## config.mk

```make
export PLATFORM = sky130hd
export DESIGN_NAME = stk_ctrl
export DESIGN_NICKNAME = d
export VERILOG_FILES = /design/src/rtl/stk_pkg.sv /design/src/rtl/stk_req_decode.sv /design/src/rtl/stk_ptr_unit.sv /design/src/rtl/stk_store.sv /design/src/rtl/stk_ctrl.sv
export SDC_FILE = /design/constraint.sdc
export NUM_CORES = 1
export LEC_CHECK = 0
export CAP_MARGIN = 20
export CORE_ASPECT_RATIO = 0.7
export CORE_MARGIN = 5
export CORE_UTILIZATION = 40
export CTS_CLUSTER_DIAMETER = 60
export CTS_CLUSTER_SIZE = 20
export DETAILED_ROUTE_END_ITERATION = 12
export HOLD_SLACK_MARGIN = 0.1
export PLACE_DENSITY_LB_ADDON = 0.08
export SETUP_SLACK_MARGIN = 0.05
export SYNTH_ARGS = -nofsm -noshare
export SYNTH_HDL_FRONTEND = slang
export SYNTH_SLANG_ARGS = --single-unit
```

## constraint.sdc

```tcl
create_clock -name clk -period 1.7 [get_ports clk]
set_input_delay 0.17 -clock clk [delete_from_list [all_inputs] [get_ports clk]]
set_output_delay 0.17 -clock clk [all_outputs]
set_load 0.01 [all_outputs]
```

## src/rtl/stk_pkg.sv

```systemverilog
// Package: shared types for the stack controller.
// Assumes nothing beyond IEEE 1800-2017 packages.
package stk_pkg;

    // Decoded action for one cycle
    typedef enum logic [1:0] {
        ACT_IDLE = 2'd0,
        ACT_PUSH = 2'd1,
        ACT_POP  = 2'd2
    } stk_act_e;

    // Pointer width for a given depth: one spare bit for the outside slot
    function automatic int ptr_width(input int depth);
        return $clog2(depth) + 1;
    endfunction

endpackage

```

## src/rtl/stk_req_decode.sv

```systemverilog
// Module: stk_req_decode
// Turns the raw push/pop requests and the current full/empty levels into
// one accepted action and the error events for this cycle.
// Assumes full and empty come from the pointer register (no same-cycle loop).
module stk_req_decode
    import stk_pkg::*;
(
    input  logic     push_req,
    input  logic     pop_req,
    input  logic     full,
    input  logic     empty,
    output stk_act_e act,
    output logic     ovf_hit,
    output logic     udf_hit,
    output logic     clash_hit,
    output logic     pop_seen
);

    // Push wins over pop; blocked operations become error events
    always_comb begin
        act       = ACT_IDLE;
        ovf_hit   = 1'b0;
        udf_hit   = 1'b0;
        clash_hit = push_req && pop_req;
        pop_seen  = pop_req && !push_req;
        if (push_req) begin
            if (full) ovf_hit = 1'b1;
            else      act     = ACT_PUSH;
        end else if (pop_req) begin
            if (empty) udf_hit = 1'b1;
            else       act     = ACT_POP;
        end
    end

endmodule

```

## src/rtl/stk_ptr_unit.sv

```systemverilog
// Module: stk_ptr_unit
// Holds the stack pointer and derives write/read slots, the stored-word
// count and the full/empty levels for the chosen growth direction and
// pointer convention.
// Assumes DEPTH >= 2 and that only one accepted action arrives per cycle.
module stk_ptr_unit
    import stk_pkg::*;
#(
    parameter int DEPTH     = 4,
    parameter bit GROW_UP   = 1'b1,
    parameter bit LAST_FULL = 1'b1,
    localparam int AW = $clog2(DEPTH),
    localparam int PW = AW + 1
) (
    input  logic          clk,
    input  logic          rst_n,
    input  stk_act_e      act,
    output logic [PW-1:0] ptr,
    output logic [AW-1:0] wr_slot,
    output logic [AW-1:0] rd_slot,
    output logic          full,
    output logic          empty
);

    localparam logic [PW-1:0] DEPTH_P = PW'(DEPTH);
    localparam logic [PW-1:0] ONE_P   = PW'(1);
    localparam logic [PW-1:0] EMPTY_P =
        LAST_FULL ? (GROW_UP ? {PW{1'b1}} : DEPTH_P)
                  : (GROW_UP ? {PW{1'b0}} : DEPTH_P - ONE_P);

    logic [PW-1:0] fwd;
    logic [PW-1:0] back;
    logic [PW-1:0] occ;
    logic [PW-1:0] ptr_n;

    // One step toward and one step against the growth direction
    generate
        if (GROW_UP) begin : g_up
            assign fwd  = ptr + ONE_P;
            assign back = ptr - ONE_P;
        end else begin : g_down
            assign fwd  = ptr - ONE_P;
            assign back = ptr + ONE_P;
        end
    endgenerate

    // Count of stored words, read off the pointer for each variant
    generate
        if (GROW_UP && LAST_FULL) begin : g_occ_ul
            assign occ = ptr + ONE_P;
        end else if (GROW_UP) begin : g_occ_un
            assign occ = ptr;
        end else if (LAST_FULL) begin : g_occ_dl
            assign occ = DEPTH_P - ptr;
        end else begin : g_occ_dn
            assign occ = DEPTH_P - ONE_P - ptr;
        end
    endgenerate

    // Slot order: last-full steps before writing, next-empty after
    generate
        if (LAST_FULL) begin : g_lf_slots
            assign wr_slot = fwd[AW-1:0];
            assign rd_slot = ptr[AW-1:0];
        end else begin : g_ne_slots
            assign wr_slot = ptr[AW-1:0];
            assign rd_slot = back[AW-1:0];
        end
    endgenerate

    assign full  = (occ == DEPTH_P);
    assign empty = (occ == '0);

    // Next pointer from the accepted action
    always_comb begin
        case (act)
            ACT_PUSH: ptr_n = fwd;
            ACT_POP:  ptr_n = back;
            default:  ptr_n = ptr;
        endcase
    end

    // Pointer register with synchronous reset to the empty position
    always_ff @(posedge clk) begin
        if (!rst_n) ptr <= EMPTY_P;
        else        ptr <= ptr_n;
    end

    p_push_grows_r6: assert property (@(posedge clk) disable iff (!rst_n)
        $past(rst_n) && $past(act) == ACT_PUSH |-> occ == $past(occ) + ONE_P);

    p_pop_shrinks_r6: assert property (@(posedge clk) disable iff (!rst_n)
        $past(rst_n) && $past(act) == ACT_POP |-> occ + ONE_P == $past(occ));

    p_idle_holds_r3: assert property (@(posedge clk) disable iff (!rst_n)
        $past(rst_n) && $past(act) == ACT_IDLE |-> $stable(ptr));

    p_levels_excl_r8: assert property (@(posedge clk) disable iff (!rst_n)
        !(full && empty));

    p_occ_bound_r8: assert property (@(posedge clk) disable iff (!rst_n)
        occ <= DEPTH_P);

endmodule

```

## src/rtl/stk_store.sv

```systemverilog
// Module: stk_store
// Word memory for the stack with one write port and a registered read port.
// The read register loads zero whenever no read is enabled.
// Assumes the slot indices stay below DEPTH when enabled.
module stk_store #(
    parameter int DATA_W = 8,
    parameter int DEPTH  = 4,
    localparam int AW = $clog2(DEPTH)
) (
    input  logic              clk,
    input  logic              rst_n,
    input  logic              wr_en,
    input  logic [AW-1:0]     wr_slot,
    input  logic [DATA_W-1:0] wr_data,
    input  logic              rd_en,
    input  logic [AW-1:0]     rd_slot,
    output logic [DATA_W-1:0] rd_data
);

    logic [DATA_W-1:0] mem [DEPTH];

    // Write the pushed word into its slot
    always_ff @(posedge clk) begin
        if (wr_en) mem[wr_slot] <= wr_data;
    end

    // Capture the popped word, or zero when nothing is read
    always_ff @(posedge clk) begin
        if (!rst_n)     rd_data <= '0;
        else if (rd_en) rd_data <= mem[rd_slot];
        else            rd_data <= '0;
    end

endmodule

```

## src/rtl/stk_ctrl.sv

```systemverilog
// Module: stk_ctrl (top)
// Hardware stack controller: decodes push/pop requests, moves the stack
// pointer by the chosen convention, stores words and returns pops one
// cycle later with error pulses for overflow, underflow and clashes.
// Assumes DEPTH >= 2 and a single clock domain.
module stk_ctrl
    import stk_pkg::*;
#(
    parameter int DATA_W    = 8,
    parameter int DEPTH     = 4,
    parameter bit GROW_UP   = 1'b1,
    parameter bit LAST_FULL = 1'b1,
    localparam int AW = $clog2(DEPTH),
    localparam int PW = AW + 1
) (
    input  logic              clk,
    input  logic              rst_n,
    input  logic              push_req,
    input  logic [DATA_W-1:0] push_data,
    input  logic              pop_req,
    output logic              pop_valid,
    output logic [DATA_W-1:0] pop_data,
    output logic              stk_full,
    output logic              stk_empty,
    output logic [PW-1:0]     sp,
    output logic              overflow,
    output logic              underflow,
    output logic              clash_err
);

    stk_act_e      act;
    logic          ovf_hit;
    logic          udf_hit;
    logic          clash_hit;
    logic          pop_seen;
    logic [AW-1:0] wr_slot;
    logic [AW-1:0] rd_slot;

    stk_req_decode u_dec (
        .push_req  (push_req),
        .pop_req   (pop_req),
        .full      (stk_full),
        .empty     (stk_empty),
        .act       (act),
        .ovf_hit   (ovf_hit),
        .udf_hit   (udf_hit),
        .clash_hit (clash_hit),
        .pop_seen  (pop_seen)
    );

    stk_ptr_unit #(
        .DEPTH     (DEPTH),
        .GROW_UP   (GROW_UP),
        .LAST_FULL (LAST_FULL)
    ) u_ptr (
        .clk     (clk),
        .rst_n   (rst_n),
        .act     (act),
        .ptr     (sp),
        .wr_slot (wr_slot),
        .rd_slot (rd_slot),
        .full    (stk_full),
        .empty   (stk_empty)
    );

    stk_store #(
        .DATA_W (DATA_W),
        .DEPTH  (DEPTH)
    ) u_mem (
        .clk     (clk),
        .rst_n   (rst_n),
        .wr_en   (act == ACT_PUSH),
        .wr_slot (wr_slot),
        .wr_data (push_data),
        .rd_en   (act == ACT_POP),
        .rd_slot (rd_slot),
        .rd_data (pop_data)
    );

    // Register the per-cycle events into one-cycle pulses
    always_ff @(posedge clk) begin
        if (!rst_n) begin
            pop_valid <= 1'b0;
            overflow  <= 1'b0;
            underflow <= 1'b0;
            clash_err <= 1'b0;
        end else begin
            pop_valid <= pop_seen;
            overflow  <= ovf_hit;
            underflow <= udf_hit;
            clash_err <= clash_hit;
        end
    end

    p_pop_latency_r2: assert property (@(posedge clk) disable iff (!rst_n)
        pop_req && !push_req |=> pop_valid);

    p_no_overflow_r3: assert property (@(posedge clk) disable iff (!rst_n)
        push_req && stk_full |=> overflow && $stable(sp));

    p_underflow_zero_r4: assert property (@(posedge clk) disable iff (!rst_n)
        underflow |-> pop_valid && pop_data == '0);

    p_clash_drops_pop_r5: assert property (@(posedge clk) disable iff (!rst_n)
        push_req && pop_req |=> clash_err && !pop_valid);

    p_pulse_quiet_r1: assert property (@(posedge clk) disable iff (!rst_n)
        !pop_valid |-> pop_data == '0);

endmodule

```

Yosys cells after proc, flatten, opt, wreduce, memory -nomap -nowiden. Memories as Yosys holds them, arrays and structs flattened. A register that Yosys moved wholly into a read port is not among the register bits. Cells that the tools add are included. W data, S select, Z words.

Bits in registers: 7. RAM bits: 32. Input bits: 12. Output and inout bits: 17. Word-level logic and storage cells: 31. Memories: 1.

Add/subtract/negate cells: 2. Equal/unequal tests: 3. Mux-type cells: 9. Bitwise operators: 2. Reduce and logical (&&, ||, !) cells: 9.

Memories: u_mem.mem (words 4, width 8, read ports 1, clocked after memory_dff 1, wr ports 1, RTL line stk_store.sv:20) `logic [DATA_W-1:0] mem [DEPTH];`.

Operator list (number): $mux W2 (3); $pmux W3 S2 (1); $mux W1 (5); $reduce_and A2 Y1 (2); $add A3 B1 Y3 const B (1); $eq A3 B3 Y1 const B (1); $logic_not A3 Y1 (1); $reduce_or A3 Y1 (1); $sub A3 B1 Y3 const B (1); $eq A2 B1 Y1 const B (1); $eq A2 B2 Y1 const B (1); $logic_and A1 B1 Y1 (2); $logic_not A1 Y1 (2); $not A1 Y1 (2); $reduce_bool A2 Y1 (1).

Logic depth before layout (Yosys ltp). Gate-level depths: netlist of the first run.

Depth in word-level cells: 8. Depth in mapped cells: 6. Mapped depth without buffers: 5.

Hierarchy. Synthesis of the first run repeated with hierarchy kept, for this count alone.

Cells, all modules: 115. Area, all modules: 1795.5 um^2.

Modules (own cells, without submodules): stk_store (instances 1, cells each 73, area each 1405.1 um^2, sequential area each 1121.1 um^2); stk_ptr_unit (instances 1, cells each 26, area each 229.0 um^2, sequential area each 60.1 um^2); stk_ctrl (instances 1, cells each 10, area each 120.1 um^2, sequential area each 80.1 um^2); stk_req_decode (instances 1, cells each 6, area each 41.3 um^2, sequential area each 0.0 um^2).

Worst setup path before layout of the first run. Ideal clock, no wire load.

Path kind: register to register. Start point: reg u_ptr.ptr[0]. End point: reg u_ptr.ptr[2]. Library setup time: 82 ps. Arrival time: 1664 ps. Data required time: 1618 ps. Slack: -46 ps. Stages on the path, launching flop included: 6. Buffers on the path: 0. Period minus slack after synthesis: 1746 ps. Cells stage by stage: dfxtp_1 ha_1 ha_1 nor3b_2 mux2_2 o2111ai_1.

Cells in the longest elaborated chain, start to end: 7. Elaborated cells on any way between the ends: 12. Classes of those cells: add/sub: 2; eq/ne: 3; mux: 5; reduce/logical: 2.

RTL lines: start, declared (RTL line stk_ptr_unit.sv:18) `output logic [PW-1:0] ptr,`; start signal, assigned (RTL line stk_ptr_unit.sv:86) `else ptr <= ptr_n;`; $add A3 B1 Y3 * (RTL line stk_ptr_unit.sv:50) `assign occ = ptr + ONE_P;`; $logic_not A3 Y1 * (RTL line stk_ptr_unit.sv:72) `assign empty = (occ == '0);`; named net stk_empty (RTL line stk_ctrl.sv:24) `output logic stk_empty,`; $mux W2 * (RTL line stk_req_decode.sv:30) `if (empty) udf_hit = 1'b1;`; $mux W2 * (RTL line stk_req_decode.sv:29) `end else if (pop_req) begin`; $mux W2 * (RTL line stk_req_decode.sv:26) `if (push_req) begin`; $eq A2 B2 Y1 / $eq A2 B1 Y1 (equally long branches) (RTL line stk_ptr_unit.sv:76) `case (act)`; $pmux W3 S2 / $reduce_bool A2 Y1 (equally long branches).

Mark *: on every way through the listed nets, which the timed path passes. The rest lies on a longest branch. A chain may end at the register's enable or synchronous reset.

Worst setup path in the final report of the first run.
Start point: reg u_ptr.ptr[0]. End point: out sp[0].

RTL lines: end, declared (RTL line stk_ctrl.sv:25) `output logic [PW-1:0] sp,`.

No word-level cell between the ends.

==> run_summary.xml, run 1 <==
<?xml version="1.0" encoding="UTF-8"?>
<metrics>
  <group name="outcome">
    <metric name="run_status" unit="">complete, no violations</metric>
  </group>
  <group name="yosys">
    <metric name="synth_area" unit="sq um">1780</metric>
    <metric name="synth-xor-area-share" unit="%">0</metric>
    <metric name="ys_ff_latch" unit="">47</metric>
    <metric name="synthesis.yosys.warnings" unit="">0</metric>
    <metric name="postSynthAreaPerCell" unit="sq um">18.3</metric>
    <metric name="yosys.area_share.simple" unit="%">8.52</metric>
    <metric name="number_of_instances_in_the_synthesized_netlist" unit="">97</metric>
    <metric name="post_synth_adder_cell_area" unit="%">4.93</metric>
    <metric name="yosysSeqAreaShare" unit="%">70.9</metric>
    <metric name="syn_nets" unit="">116</metric>
    <metric name="synth_top_family_by_area" unit="">multiplexers</metric>
    <metric name="post_synth_mux_area_share" unit="%">12.2</metric>
    <metric name="synth_cell_types" unit="">23</metric>
    <metric name="synth_compound_gate_area_share" unit="%">1.62</metric>
  </group>
  <group name="worst_setup_path">
    <metric name="worstPathCellList" unit="">buf_12, clkdlybuf4s50_1</metric>
    <metric name="timing.critical_path.required" unit="ps">1530</metric>
    <metric name="slowest_delay" unit="ps">540</metric>
    <metric name="crit_slowest_cell" unit="">clkdlybuf4s50_1</metric>
    <metric name="end_kind" unit="">primary output</metric>
    <metric name="critPathMaxFanout" unit="">13</metric>
    <metric name="cp.buffers_inverters" unit="">2</metric>
    <metric name="arrival" unit="ps">1380</metric>
    <metric name="critical_path_class" unit="">flop to primary output</metric>
    <metric name="cp_top_family" unit="">buffers and inverters</metric>
    <metric name="cp-start-kind" unit="">flop</metric>
  </group>
  <group name="grt">
    <metric name="grt_first_pass_wirelength" unit="microns">4780</metric>
    <metric name="globalRouteOverflowTotal" unit="">0</metric>
    <metric name="grt.total_usage" unit="%">11.5</metric>
    <metric name="antenna_violations_before_repair" unit="">0</metric>
    <metric name="grt_max_degree" unit="">16</metric>
    <metric name="first_global_vias" unit="">953</metric>
  </group>
  <group name="final_layout">
    <metric name="layout-drive-gt1-share" unit="%">25.7</metric>
    <metric name="finish.cell_count_without_fillers" unit="">191</metric>
    <metric name="seqCellArea" unit="sq um">1260</metric>
    <metric name="footprint_of_the_multi_input_gates" unit="sq um">531</metric>
    <metric name="antenna_cells_inserted" unit="">0</metric>
    <metric name="final_cell_area" unit="sq um">2330</metric>
    <metric name="num-nets-final" unit="">154</metric>
    <metric name="finished_core_util" unit="%">53.9</metric>
    <metric name="syn2layout_area_growth" unit="%">31.3</metric>
    <metric name="fillers" unit="">346</metric>
  </group>
  <group name="clock_network">
    <metric name="ctsHtreeMaxLevel" unit="">2</metric>
    <metric name="cts.repair_timing.setup_buffer_count" unit="">0</metric>
    <metric name="tritoncts" unit="">done</metric>
    <metric name="clk_path_buf_depth" unit="">2</metric>
    <metric name="insertion_delay" unit="ps">300</metric>
    <metric name="numCtsBuffers" unit="">5</metric>
    <metric name="tritoncts_num_sinks" unit="">47</metric>
    <metric name="clock-root-buffer" unit="">clkbuf_8</metric>
    <metric name="path_clk_slew" unit="ps">80</metric>
  </group>
  <group name="sta">
    <metric name="total_count_of_hold_check_failures_in_the_final_report" unit="">0</metric>
    <metric name="timing.slew.headroom" unit="%">84.6</metric>
    <metric name="grt_setup_unrepaired" unit="">no</metric>
    <metric name="finalClockSkew" unit="ps">8.67</metric>
    <metric name="timing_max_transition_violations_final" unit="">0</metric>
    <metric name="setup_viol" unit="">0</metric>
    <metric name="worst_pin_slew" unit="ps">231</metric>
    <metric name="max_freq" unit="MHz">645</metric>
    <metric name="finalCritPeriodShare" unit="%">91.1</metric>
    <metric name="clock_period_minus_worst_slack" unit="ps">1550</metric>
    <metric name="setup_slack" unit="ps">151</metric>
  </group>
  <group name="detailed_routing">
    <metric name="met3_wirelength" unit="microns">148</metric>
    <metric name="wl" unit="microns">3060</metric>
    <metric name="vias_per_cell" unit="">4.76</metric>
    <metric name="detail_route.wirelength.met1" unit="microns">1440</metric>
    <metric name="num_vias" unit="">909</metric>
    <metric name="met2RoutedLength" unit="microns">1430</metric>
    <metric name="ant_nets" unit="">0</metric>
    <metric name="drt_pass1_iterations" unit="">4</metric>
    <metric name="post_drt_wl_per_cell" unit="microns">16.0</metric>
    <metric name="dr.max_layer_used" unit="">met4</metric>
    <metric name="post_detailed_route_drc_marker_count" unit="">0</metric>
    <metric name="initialDrtViolationCount" unit="">22</metric>
  </group>
  <group name="power">
    <metric name="power.net_switching" unit="uW">669</metric>
    <metric name="comb_power_share" unit="%">21.4</metric>
    <metric name="seq_power_share" unit="%">48.5</metric>
    <metric name="max-vdd-ir-drop" unit="uV">472</metric>
    <metric name="power.switching_fraction" unit="%">23.6</metric>
    <metric name="power-per-cell-area" unit="nW/um^2">1210</metric>
    <metric name="total_leakage_power" unit="nW">0.854</metric>
    <metric name="clock_power_share" unit="%">30.1</metric>
    <metric name="internal_power" unit="mW">2.16</metric>
  </group>
  <group name="die">
    <metric name="area_of_the_die" unit="sq um">5900</metric>
    <metric name="fp.dieH" unit="microns">65.8</metric>
    <metric name="floorplan.initialDensity" unit="%">41.1</metric>
    <metric name="die_width" unit="microns">89.7</metric>
    <metric name="core_area" unit="sq um">4330</metric>
    <metric name="design.portCount" unit="">29</metric>
    <metric name="core.rowCount" unit="">20</metric>
  </group>
  <group name="min_path">
    <metric name="hp-class" unit="">primary input to flop</metric>
  </group>
  <group name="placed_design">
    <metric name="final_gp_congestion" unit="">0.727</metric>
    <metric name="dpl.cell_count" unit="">183</metric>
    <metric name="pre_cts_slack" unit="ps">23.9</metric>
    <metric name="detailed_place_hpwl" unit="microns">2090</metric>
    <metric name="placement.cell_area" unit="sq um">2160</metric>
    <metric name="buffer_ports.inserted" unit="">28</metric>
  </group>
  <group name="flow_run">
    <metric name="maxCapViolCount" unit="">0</metric>
  </group>
</metrics>
==> through the flow <==
stage / hold slack, ps / TNS, ps / total power, mW
after floorplan: 246 / -16.6 / 1.73
after detailed placement: 590 / 0 / 1.95
after global routing: 508 / 0 / 2.96
after CTS: 502 / 0 / 2.83
after global placement: 576 / 0 / 1.95
final: 504 / 0 / 2.83
==> synthesized netlist by cell type <==
cell type  number  area [sq um]
dfxtp_1        15           300
nor2b_1         8          50.1
nand2b_1        2          12.5
buf_6           1          11.3
ha_1            7          87.6
o211ai_1        1          7.51
mux2_2          2          22.5
o21a_1          1          7.51
edfxtp_1       32           961
buf_2           2          10.0
mux4_2          7           158
inv_1           3          11.3
mux2i_1         1          10.0
mux4_1          1          26.3
and3b_1         1          8.76
and2_1          5          31.3
o21ai_0         1          5.00
and3_1          2          12.5
nor3_1          1          5.00
nand3_1         1          5.00
o2111ai_1       1          8.76
nor2b_4         1          13.8
nor3b_2         1          12.5
==> per-layer routing <==
layer  global-route usage (%)  vias up
li1                         -      440
met1                     14.7      445
met2                     17.8       19
met3                     4.23        5
met4                     4.46        0
met5                        0        -
==> registers in the layout (all words and copies together), names as in the netlist <==
signal / flops
u_ptr.ptr: 3
underflow: 1
clash_err: 1
u_mem.mem: 32
overflow: 1
pop_valid: 1
u_mem.rd_data: 8
==> layout make-up <==
| type | count | area share (%) |
|---|---|---|
| Inverter | 3 | 0.482 |
| Clock inverter | 2 | 1.66 |
| Multi-Input combinational cell | 44 | 22.7 |
| Clock buffer | 6 | 3.54 |
| Tap cell | 55 | 2.95 |
| Sequential cell | 47 | 54.1 |
| Timing Repair Buffer | 34 | 14.5 |
==> repair_timing <==
item | 4_1_cts | 5_1_grt
resized for setup | 10 | 8
setup endpoints to repair | 35 | 36
pin swaps | 0 | 0
cloned | 0 | 0
hold buffers | 0 | 0
==> path summary, 6_finish.rpt <==
| check | startpoint | endpoint | slack (ps) | cells past startpoint |
|---|---|---|---|---|
| min reg2reg | u_ptr.ptr[2] | u_ptr.ptr[2] | 650 | 2 |
| min | push_data[3] | u_mem.mem[2][3] | 500 | 1 |
| max reg2reg | u_ptr.ptr[0] | u_ptr.ptr[1] | 170 | 5 |
| max | u_ptr.ptr[0] | sp[0] | 150 | 2 |
==> power groups by stage <==
| stage | clock network, mW | logic, mW | registers [mW] |
|---|---|---|---|
| floorplan | 0 | 0.333 | 1.40 |
| global placement | 0 | 0.567 | 1.38 |
| detailed placement | 0 | 0.570 | 1.38 |
| CTS | 0.880 | 0.592 | 1.36 |
| global route | 0.926 | 0.657 | 1.38 |
| finish | 0.852 | 0.605 | 1.37 |
==> worst reg2reg max path: stages (launching register included) <==
cell,delay [ps]
dfxtp_2,380
buf_12,160
inv_1,90
ha_1,330
mux2_2,350
o211ai_1,140
==> cell families (layout without fill, tap and decap cells) <==
kind of cell               count (synthesis)  in the layout
AOI/OAI and AO/OA                          4              4
buffers and inverters                      6             45
adders and majority gates                  7              7
and+or+nand+nor                           22             22
muxes                                     11             11
DFF                                       47             47
==> cell usage in the layout, fill, tap and decap left out, types with 2 or more instances in the layout <==
master           synthesis  final
and2_4                   0      4
and3_1                   2      2
buf_4                    0      4
clkbuf_8                 0      6
clkdlybuf4s50_1          0     26
dfxtp_1                 15     13
dfxtp_2                  0      2
dlygate4sd2_1            0      2
edfxtp_1                32     32
ha_1                     7      4
ha_4                     0      2
inv_1                    3      3
mux2_2                   2      2
mux4_2                   7      7
nand2b_1                 2      2
nor2b_1                  8      7
(Power assumes the default switching activity.)
==> inputs of run 2 (changes only) <==
--- a/config.mk
+++ b/config.mk
@@ -14,7 +14,7 @@
 export DETAILED_ROUTE_END_ITERATION = 12
 export HOLD_SLACK_MARGIN = 0.1
 export PLACE_DENSITY_LB_ADDON = 0.08
-export SETUP_SLACK_MARGIN = 0.05
+export SETUP_SLACK_MARGIN = 0.5
 export SYNTH_ARGS = -nofsm -noshare
 export SYNTH_HDL_FRONTEND = slang
 export SYNTH_SLANG_ARGS = --single-unit
==> run_summary.xml, run 2 (synthesis results as in run 1) <==
<?xml version="1.0" encoding="UTF-8"?>
<metrics>
  <group name="worst_setup_path">
    <metric name="critPathMaxFanout" unit="">3</metric>
    <metric name="critical_path_class" unit="">flop to flop</metric>
    <metric name="crit_path_frequent_cell" unit="">ha_4</metric>
    <metric name="crit_slowest_cell" unit="">dfxtp_4</metric>
    <metric name="arrival" unit="ps">1710</metric>
    <metric name="startpoint" unit="">u_ptr.ptr[0]</metric>
    <metric name="cp-start-kind" unit="">flop</metric>
    <metric name="setup.reg_to_reg.worst_slack" unit="ps">200</metric>
    <metric name="worstPathCellList" unit="">ha_4, ha_4, nor3b_4, mux2_4, o2111ai_2</metric>
    <metric name="end_kind" unit="">flop</metric>
    <metric name="r2r.worst_path.cells" unit="">5</metric>
    <metric name="worst_r2r_startpoint" unit="">u_ptr.ptr[0]</metric>
    <metric name="timing.critical_path.required" unit="ps">1910</metric>
    <metric name="slowest_delay" unit="ps">370</metric>
    <metric name="timing.rr.end" unit="">u_ptr.ptr[2]</metric>
  </group>
  <group name="clock_network">
    <metric name="cts_hold_repair.buffers" unit="">0</metric>
    <metric name="ctsHtreeMaxLevel" unit="">2</metric>
    <metric name="clk_path_buf_depth" unit="">2</metric>
    <metric name="tritoncts_num_sinks" unit="">47</metric>
    <metric name="numCtsBuffers" unit="">5</metric>
    <metric name="tritoncts" unit="">done</metric>
    <metric name="clock-root-buffer" unit="">clkbuf_8</metric>
    <metric name="insertion_delay" unit="ps">280</metric>
    <metric name="path_clk_slew" unit="ps">80</metric>
  </group>
  <group name="final_layout">
    <metric name="antenna_cells_inserted" unit="">0</metric>
    <metric name="largest_register_ff_count" unit="">32</metric>
    <metric name="layout-drive-gt1-share" unit="%">38.4</metric>
    <metric name="syn2layout_area_growth" unit="%">41.9</metric>
    <metric name="num-nets-final" unit="">164</metric>
    <metric name="fillers" unit="">349</metric>
    <metric name="final_common_cell" unit="">edfxtp_1</metric>
    <metric name="layout.cells.most_common_list" unit="">edfxtp_1, dlygate4sd2_1, dfxtp_1</metric>
    <metric name="finished_core_util" unit="%">58.3</metric>
    <metric name="biggestRegsByFlops" unit="">u_mem.mem x32, u_mem.rd_data x8, u_ptr.ptr x3</metric>
    <metric name="largest_register" unit="">u_mem.mem</metric>
  </group>
  <group name="sta">
    <metric name="grt_setup_unrepaired" unit="">yes</metric>
    <metric name="setup_viol" unit="">0</metric>
    <metric name="max_freq" unit="MHz">666</metric>
    <metric name="clock_period_minus_worst_slack" unit="ps">1500</metric>
    <metric name="finalClockSkew" unit="ps">4.41</metric>
    <metric name="timing_max_transition_violations_final" unit="">0</metric>
    <metric name="finalCritPeriodShare" unit="%">88.4</metric>
    <metric name="worst_pin_slew" unit="ps">215</metric>
    <metric name="total_count_of_hold_check_failures_in_the_final_report" unit="">0</metric>
    <metric name="setup_tns" unit="ps">0</metric>
    <metric name="timing.slew.headroom" unit="%">85.6</metric>
  </group>
  <group name="grt">
    <metric name="globalRouteOverflowTotal" unit="">0</metric>
    <metric name="antenna_violations_before_repair" unit="">0</metric>
    <metric name="grt.total_usage" unit="%">12.7</metric>
    <metric name="first_global_vias" unit="">1048</metric>
    <metric name="grt_max_degree" unit="">14</metric>
    <metric name="grt_first_pass_wirelength" unit="microns">5420</metric>
  </group>
  <group name="detailed_routing">
    <metric name="post_detailed_route_drc_marker_count" unit="">0</metric>
    <metric name="initialDrtViolationCount" unit="">23</metric>
    <metric name="ant_nets" unit="">0</metric>
    <metric name="wl" unit="microns">3460</metric>
    <metric name="num_vias" unit="">995</metric>
    <metric name="drt_pass1_iterations" unit="">4</metric>
    <metric name="vias_per_cell" unit="">4.95</metric>
    <metric name="post_drt_wl_per_cell" unit="microns">17.2</metric>
  </group>
  <group name="outcome">
    <metric name="run_status" unit="">complete, no violations</metric>
  </group>
  <group name="power">
    <metric name="max-vdd-ir-drop" unit="uV">502</metric>
    <metric name="total_leakage_power" unit="nW">1.01</metric>
    <metric name="power-per-cell-area" unit="nW/um^2">1140</metric>
  </group>
  <group name="die">
    <metric name="core_area" unit="sq um">4330</metric>
    <metric name="fp.dieH" unit="microns">65.8</metric>
    <metric name="design.portCount" unit="">29</metric>
    <metric name="core.rowCount" unit="">20</metric>
    <metric name="floorplan.initialDensity" unit="%">41.1</metric>
    <metric name="area_of_the_die" unit="sq um">5900</metric>
    <metric name="die_width" unit="microns">89.7</metric>
  </group>
  <group name="placed_design">
    <metric name="buffer_ports.inserted" unit="">28</metric>
    <metric name="detailed_place_hpwl" unit="microns">2160</metric>
    <metric name="final_gp_congestion" unit="">0.747</metric>
  </group>
  <group name="min_path">
    <metric name="worst_hold_path.endpoint" unit="">u_mem.mem[1][1]</metric>
    <metric name="worst_hold_path.num_cells" unit="">1</metric>
    <metric name="hold_path_startpoint" unit="">push_data[1]</metric>
    <metric name="hp-class" unit="">primary input to flop</metric>
  </group>
  <group name="flow_run">
    <metric name="maxCapViolCount" unit="">0</metric>
  </group>
</metrics>
-- run 2: power by group --
part	switching, mW	leakage [nW]	internal (mW)	total, mW
clock network	0.329	0.0422	0.289	0.618
logic	0.342	0.548	0.528	0.869
registers	0.0399	0.415	1.34	1.38
total	0.711	1.01	2.15	2.86
-- run 2: per-stage QoR --
step	setup slack, ps	hold slack [ps]	total power [mW]	area (sq um)	instances
2_1_floorplan	171	245	1.79	1840	97
5_1_grt	132	521	3.01	2520	201
3_3_place_gp	97.0	592	2.00	2200	183
6_report	198	525	2.86	2520	201
4_1_cts	201	517	2.79	2430	198
3_5_place_dp	56.2	596	2.01	2200	183
-- run 2: routing by layer --
layer / global-route usage (%) / vias up / share of wire (%)
li1: - / 458 / -
met1: 16.9 / 509 / 48
met2: 20.4 / 23 / 47
met3: 3.74 / 5 / 4.3
met4: 3.35 / 0 / 0.98
met5: 0 / - / 0
-- run 2: timing repair --
item	CTS	global route
gates cloned	2	1
buffers inserted	5	2
pin swaps	8	0
gates resized for setup	46	19
setup endpoints to repair	60	47
-- run 2: worst max-delay path by stage --
stage                            endpoint  slack, ps  cells after the start
after floorplan              u_ptr.ptr[2]        170                      5
after global placement    u_mem.mem[3][4]        100                      4
after detailed placement     u_ptr.ptr[1]         60                      5
final                        u_ptr.ptr[2]        200                      5
after CTS                    u_ptr.ptr[2]        200                      5
after global routing         u_ptr.ptr[2]        130                      5
-- run 2: layout make-up --
type | instances | area [sq um] | share of cell area, %
clock buffers | 7 | 76.3 | 3.03
clock inverters | 1 | 5.00 | 0.198
inverters | 3 | 11.3 | 0.446
multi-input cells | 44 | 602 | 23.9
flip-flops and latches | 47 | 1270 | 50.3
well taps | 55 | 68.8 | 2.73
repair buffers | 44 | 489 | 19.4
-- run 2: critical path: cells and delay by family (launching register included) --
| family | cells | cell delay (ps) |
|---|---|---|
| AO/OA/AOI/OAI | 1 | 160 |
| flip-flops | 1 | 370 |
| adder cells (fa/ha/maj) | 2 | 350 |
| multiplexers | 1 | 330 |
| AND/OR/NAND/NOR | 1 | 220 |
